`src/rtl/psfb_pkg.sv`:
```
package psfb_pkg;
  typedef enum logic [2:0] {
    ST_IDLE,
    ST_DEAD_PA,
    ST_ACTIVE,
    ST_DEAD_AP,
    ST_PASSIVE
  } seq_state_e;

  typedef struct packed {
    logic ho1;
    logic ho2;
    logic lo1;
    logic lo2;
  } gate_t;
endpackage

```
`src/rtl/psfb_interval_calc.sv`:
```
module psfb_interval_calc #(
  parameter int CNT_W  = 16,
  parameter int DT_W   = 8,
  parameter int MIN_DT = 3
) (
  input  logic [CNT_W-1:0] period_i,
  input  logic [CNT_W-1:0] duty_i,
  input  logic [DT_W-1:0]  dead_pa_i,
  input  logic [DT_W-1:0]  dead_ap_i,
  output logic [CNT_W-1:0] len_pa_o,
  output logic [CNT_W-1:0] len_act_o,
  output logic [CNT_W-1:0] len_ap_o,
  output logic [CNT_W-1:0] len_pas_o
);
  logic [CNT_W-1:0] half, dsum, max_act, act;
  logic             fits;

  always_comb begin
    half      = period_i >> 1;
    len_pa_o  = CNT_W'(MIN_DT) + CNT_W'(dead_pa_i);
    len_ap_o  = CNT_W'(MIN_DT) + CNT_W'(dead_ap_i);
    dsum      = len_pa_o + len_ap_o;
    fits      = half > dsum;
    max_act   = fits ? half - dsum : '0;
    act       = (duty_i < max_act) ? duty_i : max_act;
    len_act_o = act;
    len_pas_o = fits ? half - dsum - act : '0;
  end
endmodule

```
`src/rtl/psfb_seq_fsm.sv`:
```
module psfb_seq_fsm
  import psfb_pkg::*;
#(
  parameter int CNT_W = 16
) (
  input  logic             clk_i,
  input  logic             rst_ni,
  input  logic [CNT_W-1:0] len_pa_i,
  input  logic [CNT_W-1:0] len_act_i,
  input  logic [CNT_W-1:0] len_ap_i,
  input  logic [CNT_W-1:0] len_pas_i,
  output seq_state_e       state_o,
  output logic             phase_o
);
  localparam logic [CNT_W-1:0] ONE = CNT_W'(1);

  seq_state_e       state_q, state_d;
  logic             phase_q, phase_d;
  logic [CNT_W-1:0] cnt_q, cnt_d;
  logic [CNT_W-1:0] lat_act_q, lat_ap_q, lat_pas_q;
  logic             latch;

  always_comb begin
    state_d = state_q;
    phase_d = phase_q;
    cnt_d   = cnt_q - ONE;
    latch   = 1'b0;
    if (state_q == ST_IDLE) begin
      latch   = 1'b1;
      state_d = ST_DEAD_PA;
      phase_d = 1'b0;
      cnt_d   = len_pa_i - ONE;
    end else if (cnt_q == '0) begin
      unique case (state_q)
        ST_DEAD_PA: begin
          if (lat_act_q != '0) begin
            state_d = ST_ACTIVE;
            cnt_d   = lat_act_q - ONE;
          end else begin
            state_d = ST_DEAD_AP;
            cnt_d   = lat_ap_q - ONE;
          end
        end
        ST_ACTIVE: begin
          state_d = ST_DEAD_AP;
          cnt_d   = lat_ap_q - ONE;
        end
        ST_DEAD_AP: begin
          if (lat_pas_q != '0) begin
            state_d = ST_PASSIVE;
            cnt_d   = lat_pas_q - ONE;
          end else begin
            latch   = 1'b1;
            state_d = ST_DEAD_PA;
            phase_d = ~phase_q;
            cnt_d   = len_pa_i - ONE;
          end
        end
        default: begin
          latch   = 1'b1;
          state_d = ST_DEAD_PA;
          phase_d = ~phase_q;
          cnt_d   = len_pa_i - ONE;
        end
      endcase
    end
  end

  always_ff @(posedge clk_i or negedge rst_ni) begin
    if (!rst_ni) begin
      state_q   <= ST_IDLE;
      phase_q   <= 1'b0;
      cnt_q     <= '0;
      lat_act_q <= '0;
      lat_ap_q  <= '0;
      lat_pas_q <= '0;
    end else begin
      state_q <= state_d;
      phase_q <= phase_d;
      cnt_q   <= cnt_d;
      if (latch) begin
        lat_act_q <= len_act_i;
        lat_ap_q  <= len_ap_i;
        lat_pas_q <= len_pas_i;
      end
    end
  end

  assign state_o = state_q;
  assign phase_o = phase_q;


  state_order_chk: assert property (@(posedge clk_i) disable iff (!rst_ni)
    (state_q != $past(state_q)) |->
      ((state_q == ST_ACTIVE  && $past(state_q) == ST_DEAD_PA) ||
       (state_q == ST_DEAD_AP && ($past(state_q) == ST_ACTIVE || $past(state_q) == ST_DEAD_PA)) ||
       (state_q == ST_PASSIVE && $past(state_q) == ST_DEAD_AP) ||
       (state_q == ST_DEAD_PA && $past(state_q) != ST_ACTIVE && $past(state_q) != ST_DEAD_PA)));


  phase_flip_chk: assert property (@(posedge clk_i) disable iff (!rst_ni)
    (phase_q != $past(phase_q)) |-> (state_q == ST_DEAD_PA));
endmodule

```
`src/rtl/psfb_gate_decode.sv`:
```
module psfb_gate_decode
  import psfb_pkg::*;
(
  input  seq_state_e state_i,
  input  logic       phase_i,
  output gate_t      gate_o
);
  always_comb begin
    gate_o = '0;
    unique case (state_i)
      ST_DEAD_PA: if (!phase_i) gate_o.lo2 = 1'b1;
                  else          gate_o.ho2 = 1'b1;
      ST_ACTIVE:  if (!phase_i) begin gate_o.ho1 = 1'b1; gate_o.lo2 = 1'b1; end
                  else          begin gate_o.ho2 = 1'b1; gate_o.lo1 = 1'b1; end
      ST_DEAD_AP: if (!phase_i) gate_o.ho1 = 1'b1;
                  else          gate_o.lo1 = 1'b1;
      ST_PASSIVE: if (!phase_i) begin gate_o.ho1 = 1'b1; gate_o.ho2 = 1'b1; end
                  else          begin gate_o.lo1 = 1'b1; gate_o.lo2 = 1'b1; end
      default:    gate_o = '0;
    endcase
  end
endmodule

```
`src/rtl/psfb_gate_seq.sv`:
```
module psfb_gate_seq
  import psfb_pkg::*;
#(
  parameter int CNT_W  = 16,
  parameter int DT_W   = 8,
  parameter int MIN_DT = 3
) (
  input  logic             clk_i,
  input  logic             rst_ni,
  input  logic [CNT_W-1:0] period_i,
  input  logic [CNT_W-1:0] duty_i,
  input  logic [DT_W-1:0]  dead_pa_i,
  input  logic [DT_W-1:0]  dead_ap_i,
  output logic             ho1_o,
  output logic             ho2_o,
  output logic             lo1_o,
  output logic             lo2_o,
  output logic             phase_o
);
  logic [CNT_W-1:0] len_pa, len_act, len_ap, len_pas;
  seq_state_e       state;
  gate_t            gate;

  psfb_interval_calc #(
    .CNT_W (CNT_W),
    .DT_W  (DT_W),
    .MIN_DT(MIN_DT)
  ) u_calc (
    .period_i (period_i),
    .duty_i   (duty_i),
    .dead_pa_i(dead_pa_i),
    .dead_ap_i(dead_ap_i),
    .len_pa_o (len_pa),
    .len_act_o(len_act),
    .len_ap_o (len_ap),
    .len_pas_o(len_pas)
  );

  psfb_seq_fsm #(.CNT_W(CNT_W)) u_fsm (
    .clk_i    (clk_i),
    .rst_ni   (rst_ni),
    .len_pa_i (len_pa),
    .len_act_i(len_act),
    .len_ap_i (len_ap),
    .len_pas_i(len_pas),
    .state_o  (state),
    .phase_o  (phase_o)
  );

  psfb_gate_decode u_dec (
    .state_i(state),
    .phase_i(phase_o),
    .gate_o (gate)
  );

  assign ho1_o = gate.ho1;
  assign ho2_o = gate.ho2;
  assign lo1_o = gate.lo1;
  assign lo2_o = gate.lo2;


  leg1_excl_chk: assert property (@(posedge clk_i) disable iff (!rst_ni) !(ho1_o && lo1_o));

  leg2_excl_chk: assert property (@(posedge clk_i) disable iff (!rst_ni) !(ho2_o && lo2_o));

  ho1_gap_chk: assert property (@(posedge clk_i) disable iff (!rst_ni) $rose(ho1_o) |-> !$past(lo1_o));

  lo1_gap_chk: assert property (@(posedge clk_i) disable iff (!rst_ni) $rose(lo1_o) |-> !$past(ho1_o));

  ho2_gap_chk: assert property (@(posedge clk_i) disable iff (!rst_ni) $rose(ho2_o) |-> !$past(lo2_o));

  lo2_gap_chk: assert property (@(posedge clk_i) disable iff (!rst_ni) $rose(lo2_o) |-> !$past(ho2_o));
endmodule

```
`config.mk`:
```
export PLATFORM = sky130hd
export DESIGN_NAME = psfb_gate_seq
export DESIGN_NICKNAME = d
export VERILOG_FILES = /design/src/rtl/psfb_pkg.sv /design/src/rtl/psfb_interval_calc.sv /design/src/rtl/psfb_seq_fsm.sv /design/src/rtl/psfb_gate_decode.sv /design/src/rtl/psfb_gate_seq.sv
export SDC_FILE = /design/constraint.sdc
export NUM_CORES = 1
export LEC_CHECK = 0
export BUFFER_PORTS_ARGS = -buffer_cell sky130_fd_sc_hd__buf_2
export CORE_MARGIN = 4
export CORE_UTILIZATION = 41
export CTS_CLUSTER_SIZE = 40
export DETAILED_ROUTE_END_ITERATION = 8
export GPL_TIMING_DRIVEN = 0
export SETUP_SLACK_MARGIN = 0.02
export SLEW_MARGIN = 20
export SYNTH_ARGS = -nofsm -noshare
export SYNTH_HDL_FRONTEND = slang
export SYNTH_SLANG_ARGS = --single-unit
```
`constraint.sdc`:
```
create_clock -name clk_i -period 2.5 [get_ports clk_i]
set_input_delay 0.25 -clock clk_i [delete_from_list [all_inputs] [get_ports clk_i]]
set_output_delay 0.25 -clock clk_i [all_outputs]
set_load 0.01 [all_outputs]
```
Word level (Yosys, flattened, before mapping)
Index checks and enable logic that the tools add are counted.

Logic and storage cells: 62. Output and inout port bits: 5. Bits of input ports: 50. Flip-flop bits (word level): 68.

$add $sub $neg: 10. Order comparisons: 2. Reduce and logical (&&, ||, !) cells: 8. Mux-type cells: 29. Bitwise operators: 1. Equality and inequality tests: 6.

Operators by type and width (count): 2-to-1 mux 16 bit (7); subtractor 16 x 1 -> 16 bit, second input constant (4); one-hot mux 16 bit (3 select lines) (1); nonzero test 16 bit (2); adder 2 x 8 -> 9 bit, first input constant (2); adder 16 bit (1); greater-than comparator 15 x 16 -> 1 bit (1); zero test 16 bit (1); < comparator 16 bit (1); subtractor 15 x 16 -> 16 bit (1); subtractor 16 bit (1); subtractor 9 x 1 -> 10 bit, second input constant (1); 2-to-1 mux 1 bit (9); 2-to-1 mux 3 bit (3); one-hot mux 3 bit (3 select lines) (1); one-hot mux 1 bit (2 select lines) (4); equality test 3 x 2 -> 1 bit, second input constant (2); one-hot mux 1 bit (3 select lines) (2); 2-to-1 mux 2 bit (2); OR reduction 2 bit (2); equality test 3 x 1 -> 1 bit, second input constant (1); equality test 3 bit, second input constant (1); zero test 3 bit (1); inequality test 3 bit, second input constant (1); other kinds (4) (4).

Depth between registers and ports, before layout
Gate-level depths: netlist (run 1).

Word-level depth: 8. Gate-level depth with buffers: 40. Mapped depth without buffers: 36.

By module
From an unflattened synthesis (run 1), not the netlist that was laid out.

Cell total of the unflattened synthesis: 956. Area total of the unflattened synthesis: 7447.1 um2.

By module, submodules not included: psfb_seq_fsm (seq. area each 1701.6 um2, area an instance 4566.9 um2, instances 1, cells each 557); psfb_interval_calc (seq. area each 0.0 um2, area an instance 2811.4 um2, instances 1, cells each 389); psfb_gate_decode (seq. area each 0.0 um2, area an instance 68.8 um2, instances 1, cells each 10).

Worst setup path before layout (run 1)
No wires, ideal clock.

Path type: input-to-reg. From: input dead_pa_i[0]. To: register u_fsm.lat_pas_q[14]. Cell stages on the path: 39. Data required time: 2.382 ns. Arrival time: 7.753 ns. Slack: -5.371 ns. Setup time: 0.118 ns. Buffers on the path: 3. Cell sequence: inv_1 -> ha_1 -> xor2_1 -> inv_1 -> ha_1 -> a21oi_1 -> o21bai_1 -> a21oi_1 -> o21ai_0 -> xnor2_1 -> ha_1 -> nand4_1 -> a211oi_1 -> o41a_1 -> nor3_1 -> o21ai_0 -> clkbuf_1 -> buf_1 -> [... 3 more ...] -> o21a_1 -> o221ai_1 -> nor3_1 -> a21oi_1 -> clkbuf_1 -> nor2_1 -> a21oi_1 -> ha_1 -> inv_1 -> fa_1 -> a211oi_1 -> o21ai_0 -> a31o_2 -> o41ai_1 -> o21ai_0 -> xor2_1 -> a21oi_1 -> nor2_1.

Cells in the longest elaborated chain, start to end: 8. Elaborated cells between the ends (all ways): 9. Those cells by class: add/sub: 4; order compare: 2; mux: 3.

Ends and longest elaborated chain: from (decl) (line psfb_gate_seq.sv:12) `input logic [DT_W-1:0] dead_pa_i,`; adder 2 x 8 -> 9 bit (*) (line psfb_interval_calc.sv:20) `len_pa_o = CNT_W'(MIN_DT) + CNT_W'(dead_pa_i);`; adder 16 bit (*) (line psfb_interval_calc.sv:22) `dsum = len_pa_o + len_ap_o;`; subtractor 15 x 16 -> 16 bit or greater-than comparator 15 x 16 -> 1 bit (tied branches) (line psfb_interval_calc.sv:24, psfb_interval_calc.sv:23); 2-to-1 mux 16 bit (*) (line psfb_interval_calc.sv:24) `max_act = fits ? half - dsum : '0;`; < comparator 16 bit (line psfb_interval_calc.sv:25) `act = (duty_i < max_act) ? duty_i : max_act;`; 2-to-1 mux 16 bit (*) (line psfb_interval_calc.sv:25); via len_act[0] (line psfb_gate_seq.sv:20) `logic [CNT_W-1:0] len_pa, len_act, len_ap, len_pas;`; subtractor 16 bit (*) (line psfb_interval_calc.sv:27) `len_pas_o = fits ? half - dsum - act : '0;`; 2-to-1 mux 16 bit (*) (line psfb_interval_calc.sv:27); to (signal assigned) (line psfb_seq_fsm.sv:84) `lat_pas_q <= len_pas_i;`; to (decl) (line psfb_seq_fsm.sv:20) `logic [CNT_W-1:0] lat_act_q, lat_ap_q, lat_pas_q;`.

The timed path passes the listed nets; every way through them passes the cells marked *. A chain may end at the register's enable or synchronous reset.

Final worst setup path (run 1)
Ends and elaborated chain as after synthesis.

==> results of run 1 <==
[worst max-delay path by stage]
stage | slack (ns) | endpoint | depth (start not counted)
2_1_floorplan | -4.07 | u_fsm.lat_pas_q[14] | 39
3_3_place_gp | -5.34 | u_fsm.lat_pas_q[14] | 40
3_5_place_dp | -5.49 | u_fsm.lat_pas_q[14] | 39
4_1_cts | -4.22 | u_fsm.lat_pas_q[14] | 40
5_1_grt | -4.62 | u_fsm.lat_pas_q[14] | 40
6_report | -4.41 | u_fsm.lat_pas_q[14] | 40
[layer usage]
metal / up-vias / track usage (%)
li1: 3341 / -
met1: 3509 / 29.4
met2: 281 / 46.1
met3: 96 / 3.21
met4: 0 / 8.52
met5: - / 0
[final cells by class]
type | instances | area [um^2] | area share (%)
Timing Repair Buffer | 205 | 1770 | 16.9
Clock buffer | 11 | 253 | 2.42
Antenna cell | 1 | 2.50 | 0.0240
Inverter | 55 | 236 | 2.26
Multi-Input combinational cell | 674 | 6100 | 58.5
Clock inverter | 2 | 35.0 | 0.335
Buffer | 25 | 283 | 2.71
Sequential cell | 61 | 1530 | 14.6
Tap cell | 184 | 230 | 2.20
[worst max-delay path: cells and delay by family]
family	cells	cell delay, ns
AOI/OAI and AO/OA	16	3.14
adders and majority gates	6	1.63
buffers and inverters	8	0.95
and+or+nand+nor	7	0.57
xor gates and xnor gates	3	0.54
[through the flow]
| step | hold WS [ns] | cells | total power [uW] | utilization (%) |
|---|---|---|---|---|
| 2_1_floorplan | -0.0456 | 817 | 6380 | - |
| 3_3_place_gp | 0.495 | 1054 | 7640 | 48.9 |
| 3_5_place_dp | 0.386 | 1054 | 7840 | 48.9 |
| 4_1_cts | 0.0299 | 1163 | 11100 | 63.8 |
| 5_1_grt | 0.0662 | 1218 | 13700 | 70.8 |
| 6_report | -0.000514 | 1218 | 13000 | 70.8 |
[timing repair]
action | CTS | global route
resized for setup | 244 | 133
endpoints found under the setup margin | 61 | 65
gates cloned | 4 | 2
buffers inserted | 93 | 59
pin swaps | 119 | 71
[power by group through the flow]
stage	Sequential [uW]	Combinational (uW)	Clock, uW
floorplan	1900	4480	0
global placement	2030	5620	0
detailed placement	2070	5770	0
CTS	2060	7820	1240
global route	2150	10300	1280
finish	2090	9660	1230
[sequential cells by signal (all words and copies together) (netlist names)]
signal,flops
u_fsm.cnt_q,16
u_fsm.state_o,3
u_fsm.lat_ap_q,9
u_fsm.lat_pas_q,16
u_fsm.lat_act_q,16
u_fsm.phase_o,1
[logic make-up after synthesis]
group | share of synthesized area, %
AOI/OAI and AO/OA | 22.4
xor gates and xnor gates | 12.7
adders and majority gates | 12.5
buffers and inverters | 5.17
DFF | 24.3
muxes | 1.23
and+or+nand+nor | 21.7
[cells in the final DEF (no fill, tap or decap), types with 7 or more instances in the layout]
master and count:
o21ai_1 26, nor2_1 80, xor2_2 15, buf_6 58
nor3_1 16, buf_2 49, nand2_1 60, nand2_4 8
xnor2_1 36, a21o_1 10, xor2_1 26, buf_4 95
clkbuf_16 12, o21ai_2 10, nand3_1 9, buf_12 8
inv_1 47, ha_1 36, ha_4 18, o21ai_0 12
dfrtp_1 59, a31oi_4 10, a21oi_2 34, nand2_2 8
buf_8 7, nor2_4 14, nor2_2 17, xnor2_2 10
a21oi_1 32
==> results.sh, run 1 <==
export IMPL_power_frac_seq_pct=16.1
export IMPL_wl_met1_um=9800
export IMPL_clock_sinks=61
export IMPL_cts_tree="yes"
export IMPL_setup_viol=59
export IMPL_dp_hpwl_um=15900
export IMPL_grt_max_degree=62
export IMPL_fmax_mhz=145
export IMPL_path_max_fanout=5
export IMPL_io_buffers=53
export IMPL_die_w_um=132
export IMPL_cts_clk_slew_worst_paths_ns=0.05
export IMPL_cp_start_kind="input pin"
export IMPL_netlist_area_um2=6290
export IMPL_r2r_start="u_fsm.lat_pas_q[9]"
export IMPL_wl_per_cell_um=20.5
export IMPL_status="finished, violations left"
export IMPL_num_vias=7227
export IMPL_grt_use_total_pct=24.8
export IMPL_hp_class="input pin to asynchronous set/reset pin"
export IMPL_startpoint="dead_pa_i[0]"
export IMPL_drive_above_1_share_pct=47.4
export IMPL_async_reset_ff_share_pct=100
export IMPL_antenna_found_initial=1
export IMPL_finalCritPeriodShare_pct=276
export IMPL_min_period_ns=6.91
export IMPL_synth_top_area_cell="dfrtp_1"
export IMPL_grt_pass1_vias=6924
export IMPL_place_congestion=0.923
export IMPL_crit_required_ns=2.72
export IMPL_drc_errors=0
export IMPL_holdWs_ns=-0.000514
export IMPL_cp_slowest_stage_delay_ns=0.42
export IMPL_combPwrFrac_pct=74.4
export IMPL_dieHeight_um=132
export IMPL_hold_violations=1
export IMPL_core_rowCount=44
export IMPL_power_leakage_uw=0.00434
export IMPL_synth_area_leaders="dfrtp_1 (24%), ha_1 (12%), nor2_1 (6.6%)"
export IMPL_fin_setup_tns_ns=-110.85
export IMPL_synthCells=817
export IMPL_worst_pin_slew_ns=0.796
export IMPL_drtPass1Iterations=5
export IMPL_htreeDepth=3
export IMPL_swShare_pct=46.7
export IMPL_fin_ws_ns=-4.41
export IMPL_yosysWarnings=0
export IMPL_postLayoutCellArea_um2=10400
export IMPL_postCtsHoldBufs=0
export IMPL_synth_avg_cell_area_um2=7.69
export IMPL_synth_edf_count=0
export IMPL_postPlaceCellArea_um2=7220
export IMPL_initial_core_util_pct=42.6
export IMPL_grt_pass1_wl_um=35100
export IMPL_path_class="input pin to register"
export IMPL_ys_types=66
export IMPL_p_per_area_nw_per_um2=1240
export IMPL_pwr_share_clk_pct=9.5
export IMPL_route_met3_wl_um=1190
export IMPL_layout_nets=1142
export IMPL_p_switching_uw=6060
export IMPL_intPower_uw=6920
export IMPL_ys_seq_area_share_pct=24.3
export IMPL_rsz0062_at_grt="yes"
export IMPL_r2r_slack_ns=-0.37
export IMPL_viasPerCell=5.93
export IMPL_end_kind="register"
export IMPL_slew_viol_final=0
export IMPL_dieArea_um2=17400
export IMPL_syn_num_nets=928
export IMPL_core_area_um2=14800
export IMPL_slowest_stage="fa_2"
export IMPL_slew_headroom_pct=46.9
export IMPL_synthToLayoutAreaGrowth_pct=66.1
export IMPL_cp_common_cell="ha_4"
export IMPL_failed_checks="hold timing, setup timing"
export IMPL_clk_path_buf_depth=2
export IMPL_worstSkewPairLatency_ns=0.33
export IMPL_yosys_top_cells_count="nor2_1 (111), nand2_1 (76), a21oi_1 (70)"
export IMPL_synthMostInstantiatedCell="nor2_1"
export IMPL_synth_seq_cells=61
export IMPL_ios=55
export IMPL_wl_met2_um=12800
export IMPL_drt_wl_total_um=25000
export IMPL_grt_ovfl_total=0
export IMPL_ir_drop_mv=0.628
export IMPL_place_ws_ns=-5.49
export IMPL_r2r_cells=8
export IMPL_max_cap_violations=0
export IMPL_numCtsBuffers=9
export IMPL_cts_root_buf="clkbuf_16"
export IMPL_arrival_ns=7.12
export IMPL_drtIter0Drc=509
export IMPL_synthFlopType="dfrtp_1"
export IMPL_fill_cells=1042
export IMPL_top_layer="met4"
export IMPL_synth_top_area_share_pct=24.3
export IMPL_r2r_end="u_fsm.lat_pas_q[4]"
export IMPL_clock_skew_ns=0.00652
export IMPL_ant_nets=0
No activity file was read; power rests on OpenSTA's default activity.
==> run 2: changes to the inputs <==
- CORE_UTILIZATION: 41 -> 45
- PLACE_DENSITY: not set -> 0.65
==> run 2 against run 1 <==
Net effect: the run still ends with hold timing, setup timing left; combinational power fell by 11%; critical path depth grew 3; sequential cell count unchanged; core utilization rose by 2.1 points; cell area is 6.2% lower; largest power group unchanged.
==> results.sh, run 2 (same netlist as run 1, synthesis figures left out) <==
export IMPL_status="finished, violations left"
export IMPL_failed_checks="hold timing, setup timing"
export IMPL_dieArea_um2=15900
export IMPL_setup_viol=59
export IMPL_fmax_mhz=145
export IMPL_ir_drop_mv=0.645
export IMPL_htreeDepth=3
export IMPL_crit_required_ns=2.71
export IMPL_crit_family="compound AO/OA/AOI/OAI gates"
export IMPL_ios=55
export IMPL_drtIter0Drc=455
export IMPL_finalCritPeriodShare_pct=276
export IMPL_slew_viol_final=0
export IMPL_cp_num_buf_inv=12
export IMPL_placed_cells=1046
export IMPL_worst_pin_slew_ns=0.778
export IMPL_layout_common_cells="nor2_1 (89), buf_4 (84), nand2_1 (63), dfrtp_1 (59), buf_2 (49)"
export IMPL_fin_ws_ns=-4.40
export IMPL_arrival_ns=7.11
export IMPL_slew_headroom_pct=48.1
export IMPL_place_congestion=0.974
export IMPL_io_buffers=53
export IMPL_rsz0062_at_grt="yes"
export IMPL_numCtsBuffers=9
export IMPL_num_vias=6913
export IMPL_clk_path_buf_depth=2
export IMPL_diodes=0
export IMPL_drc_errors=0
export IMPL_drtPass1Iterations=5
export IMPL_max_cap_violations=0
export IMPL_clock_sinks=61
export IMPL_cp_common_cell="buf_6"
export IMPL_p_per_area_nw_per_um2=1220
export IMPL_viasPerCell=5.91
export IMPL_cts_root_buf="clkbuf_16"
export IMPL_die_w_um=126
export IMPL_fin_setup_tns_ns=-112.98
export IMPL_worstSkewPairLatency_ns=0.33
export IMPL_synthToLayoutAreaGrowth_pct=55.9
export IMPL_grt_ovfl_total=0
export IMPL_drt_wl_total_um=23000
export IMPL_power_leakage_uw=0.00408
export IMPL_cp_slowest_stage_delay_ns=0.37
export IMPL_min_period_ns=6.90
export IMPL_fin_util_pct=72.8
export IMPL_initial_core_util_pct=46.7
export IMPL_r2r_slack_ns=-0.39
export IMPL_dp_hpwl_um=15000
export IMPL_postPlaceCellArea_um2=7210
export IMPL_layout_nets=1102
export IMPL_core_area_um2=13500
export IMPL_hp_class="input pin to asynchronous set/reset pin"
export IMPL_reg_top3="u_fsm.cnt_q: 16 flops, u_fsm.lat_act_q: 16 flops, u_fsm.lat_pas_q: 16 flops"
export IMPL_postLayoutCellArea_um2=9800
export IMPL_cp_start_kind="input pin"
export IMPL_grt_pass1_wl_um=33900
export IMPL_final_common_cell="nor2_1"
export IMPL_path_class="input pin to register"
export IMPL_hold_violations=9
export IMPL_ant_nets=0
export IMPL_grt_use_total_pct=26.3
export IMPL_grt_max_degree=62
export IMPL_dieHeight_um=126
export IMPL_cts_clk_slew_worst_paths_ns=0.05
export IMPL_antenna_found_initial=0
export IMPL_cts_tree="yes"
export IMPL_fin_cells=1170
export IMPL_wl_per_cell_um=19.7
export IMPL_core_rowCount=42
export IMPL_drive_above_1_share_pct=42.5
export IMPL_postCtsHoldBufs=0
export IMPL_clock_skew_ns=0.00660
export IMPL_path_max_fanout=8
export IMPL_end_kind="register"
export IMPL_grt_pass1_vias=6660
export IMPL_holdWs_ns=-0.0167
export IMPL_slowest_stage="ha_1"
==> run 2: power breakdown <==
group          leakage (uW)  internal (uW)  total [uW]  switching, uW
clock network      0.000148            841        1260            422
logic               0.00322           3970        8570           4600
registers          0.000709           1480        2110            633
==> run 2: worst register-to-register path: cells and delay by family (launching register included) <==
kind | cells | cell delay [ns]
simple gates | 4 | 1.46
buf+inv | 3 | 0.54
flops | 1 | 0.40
compound gates | 2 | 0.38
==> run 2: path summary, 6_finish.rpt <==
kind / startpoint / endpoint / depth (start not counted)
setup / recovery: dead_pa_i[0] / u_fsm.lat_pas_q[14] / 43
setup reg to reg: u_fsm.lat_pas_q[9] / u_fsm.lat_act_q[3] / 9
hold reg to reg: u_fsm.lat_pas_q[14] / u_fsm.lat_pas_q[14] / 2
min in group clk_i: dead_ap_i[0] / u_fsm.lat_ap_q[0] / 2
hold / removal: rst_ni / u_fsm.cnt_q[9] / 1
max in group asynchronous: rst_ni / u_fsm.lat_act_q[10] / 1
==> run 2: cell type report <==
type | count | area, um^2
inverters | 55 | 234
well taps | 176 | 220
flip-flops and latches | 61 | 1530
clock buffers | 13 | 270
fillers | 957 | 3650
plain buffers | 24 | 244
clock inverters | 1 | 30.0
repair buffers | 166 | 1330
multi-input cells | 674 | 5940
==> run 2: what timing repair did <==
action	in CTS	in global routing
buffers inserted	74	41
pin swaps	104	96
setup endpoints to repair	61	62
gates cloned	3	0
resized for setup	166	144
endpoints found under the hold margin	0	0
==> run 2: metal layers <==
layer  global-route usage [%]  routed length (um)  vias to the layer above
met2                     48.4               11900                      218
met4                     6.94                 696                        0
met1                     32.2                9420                     3384
met5                        0                   0                        -
li1                         -                   -                     3266
met3                     3.60                1020                       45
==> run 2: stage by stage <==
stage | setup WS [ns] | total power (uW)
final | -4.40 | 11900
after floorplan | -4.07 | 6380
after detailed placement | -5.67 | 7750
after global placement | -5.52 | 7600
after CTS | -4.38 | 10600
after global routing | -4.68 | 12700
==> run 3: changes to the inputs <==
- SETUP_SLACK_MARGIN: 0.02 -> not set
==> run 3 against run 2 <==
Net effect: the flow still finishes with violations (hold timing, setup timing); sequential power about the same; first-iteration DRC count up 13%; wire length up 0.10%; worst setup slack better by 0.085 ns; sequential cell count unchanged; register-to-register slack better by 0.12 ns; die area unchanged; clock power down 3%; global-route usage down 0.49 points; via count up 1.8%; combinational power up 4.7%.
==> results.sh, run 3 (same netlist as run 1, synthesis figures left out) <==
export IMPL_status="finished, violations left"
export IMPL_failed_checks="hold timing, setup timing"
export IMPL_max_cap_violations=0
export IMPL_hp_class="input pin to asynchronous set/reset pin"
export IMPL_grt_busiest_layer="met2"
export IMPL_place_congestion=0.983
export IMPL_viasPerCell=5.95
export IMPL_drive_above_1_share_pct=43.9
export IMPL_num_vias=7039
export IMPL_holdWs_ns=-0.00171
export IMPL_cts_root_buf="clkbuf_16"
export IMPL_drtPass1Iterations=5
export IMPL_worstSkewPairLatency_ns=0.33
export IMPL_grt_use_total_pct=25.8
export IMPL_power_leakage_uw=0.00417
export IMPL_ir_drop_mv=0.725
export IMPL_drc_errors=0
export IMPL_clk_path_buf_depth=2
export IMPL_clock_sinks=61
export IMPL_initial_core_util_pct=46.7
export IMPL_slew_viol_final=0
export IMPL_grt_max_degree=62
export IMPL_setup_viol=58
export IMPL_cts_tree="yes"
export IMPL_fin_ws_ns=-4.31
export IMPL_core_area_um2=13500
export IMPL_drtIter0Drc=513
export IMPL_startpoint="dead_pa_i[0]"
export IMPL_crit_family="compound AO/OA/AOI/OAI gates"
export IMPL_io_buffers=53
export IMPL_numCtsBuffers=9
export IMPL_placed_cells=1046
export IMPL_r2r_start="u_fsm.lat_pas_q[6]"
export IMPL_grt_pass1_wl_um=33900
export IMPL_arrival_ns=7.04
export IMPL_core_rowCount=42
export IMPL_grt_pass1_vias=6785
export IMPL_rsz0062_at_grt="yes"
export IMPL_cp_start_kind="input pin"
export IMPL_hold_violations=2
export IMPL_grtUsageMet3_pct=2.62
export IMPL_antenna_found_initial=0
export IMPL_cp_slowest_stage_delay_ns=0.36
export IMPL_ant_nets=0
export IMPL_path_max_fanout=5
export IMPL_use_met2_pct=46.5
export IMPL_min_period_ns=6.81
export IMPL_p_per_area_nw_per_um2=1230
export IMPL_place_ws_ns=-5.65
export IMPL_dp_hpwl_um=15100
export IMPL_finalCritPeriodShare_pct=273
export IMPL_drt_wl_total_um=23100
export IMPL_cts_clk_slew_worst_paths_ns=0.05
export IMPL_reg_top3="u_fsm.cnt_q: 16 flops, u_fsm.lat_act_q: 16 flops, u_fsm.lat_pas_q: 16 flops"
export IMPL_synthToLayoutAreaGrowth_pct=59.4
export IMPL_final_common_cell="nor2_1"
export IMPL_wl_per_cell_um=19.5
export IMPL_postCtsHoldBufs=0
export IMPL_diodes=0
export IMPL_layout_common_cells="nor2_1 (90), buf_4 (89), nand2_1 (62), dfrtp_1 (57), buf_2 (49)"
export IMPL_path_depth=37
export IMPL_fin_cells=1183
export IMPL_end_kind="register"
export IMPL_cp_num_buf_inv=6
export IMPL_fin_util_pct=74.5
export IMPL_htreeDepth=3
export IMPL_r2r_end="u_fsm.lat_pas_q[14]"
export IMPL_slew_headroom_pct=49.2
export IMPL_die_w_um=126
export IMPL_grt_ovfl_total=0
export IMPL_crit_required_ns=2.72
export IMPL_layout_nets=1113
export IMPL_slowest_stage="fa_2"
export IMPL_dieArea_um2=15900
export IMPL_path_class="input pin to register"
export IMPL_r2r_cells=11
export IMPL_met1_usage_pct=32.3
export IMPL_dieHeight_um=126
export IMPL_worst_pin_slew_ns=0.763
export IMPL_ios=55
export IMPL_r2r_slack_ns=-0.27
export IMPL_clock_skew_ns=0.00476
export IMPL_fmax_mhz=147
run 3: cell type report:
class / count / area, um^2
flip-flops and latches: 61 / 1530
plain buffers: 23 / 249
well taps: 176 / 220
clock buffers: 12 / 236
repair buffers: 178 / 1490
inverters: 55 / 236
multi-input cells: 674 / 6000
clock inverters: 4 / 48.8
fillers: 909 / 3440
run 3: metal layers:
layer  routed length, um  vias to the layer above  part of all wire (%)
met1                9380                     3427                    41
met2               11900                      262                    52
met4                 775                        0                   3.4
met3                 981                       65                   4.3
li1                    -                     3285                     -
met5                   0                        -                     0
run 3: what timing repair did:
action                                  in CTS  in global routing
cloned                                       3                  2
endpoints found under the hold margin        0                  0
pin swaps                                   89                 93
resized for setup                          174                154
setup buffers                               81                 44
endpoints found under the setup margin      61                 64
run 3: power breakdown:
group / internal, uW / switching [uW]
clock: 770 / 447
combinational: 4340 / 4630
sequential: 1480 / 627
run 3: per-stage QoR:
| stage | setup TNS (ns) | total power, uW | area [um^2] |
|---|---|---|---|
| 2_1_floorplan | -92.50 | 6360 | 6700 |
| 3_3_place_gp | -144.29 | 7580 | 7190 |
| 3_5_place_dp | -151.40 | 7740 | 7190 |
| 4_1_cts | -104.54 | 10500 | 8970 |
| 5_1_grt | -117.55 | 13100 | 10000 |
| 6_report | -109.05 | 12300 | 10000 |
run 3: worst reg2reg max path, delay by kind of cell (launching register included):
kind                   cells  cell delay [ns]
AND/OR/NAND/NOR            5             1.46
buffers and inverters      4             0.54
AO/OA/AOI/OAI              2             0.30
flip-flops                 1             0.38
run 3: how the worst max path moves through the flow:
stage               slack (ns)                   to
floorplan                -4.07  u_fsm.lat_pas_q[14]
global placement         -5.49  u_fsm.lat_pas_q[14]
detailed placement       -5.65  u_fsm.lat_pas_q[14]
CTS                      -4.23  u_fsm.lat_pas_q[14]
global route             -4.54  u_fsm.lat_pas_q[14]
finish                   -4.31  u_fsm.lat_pas_q[14]
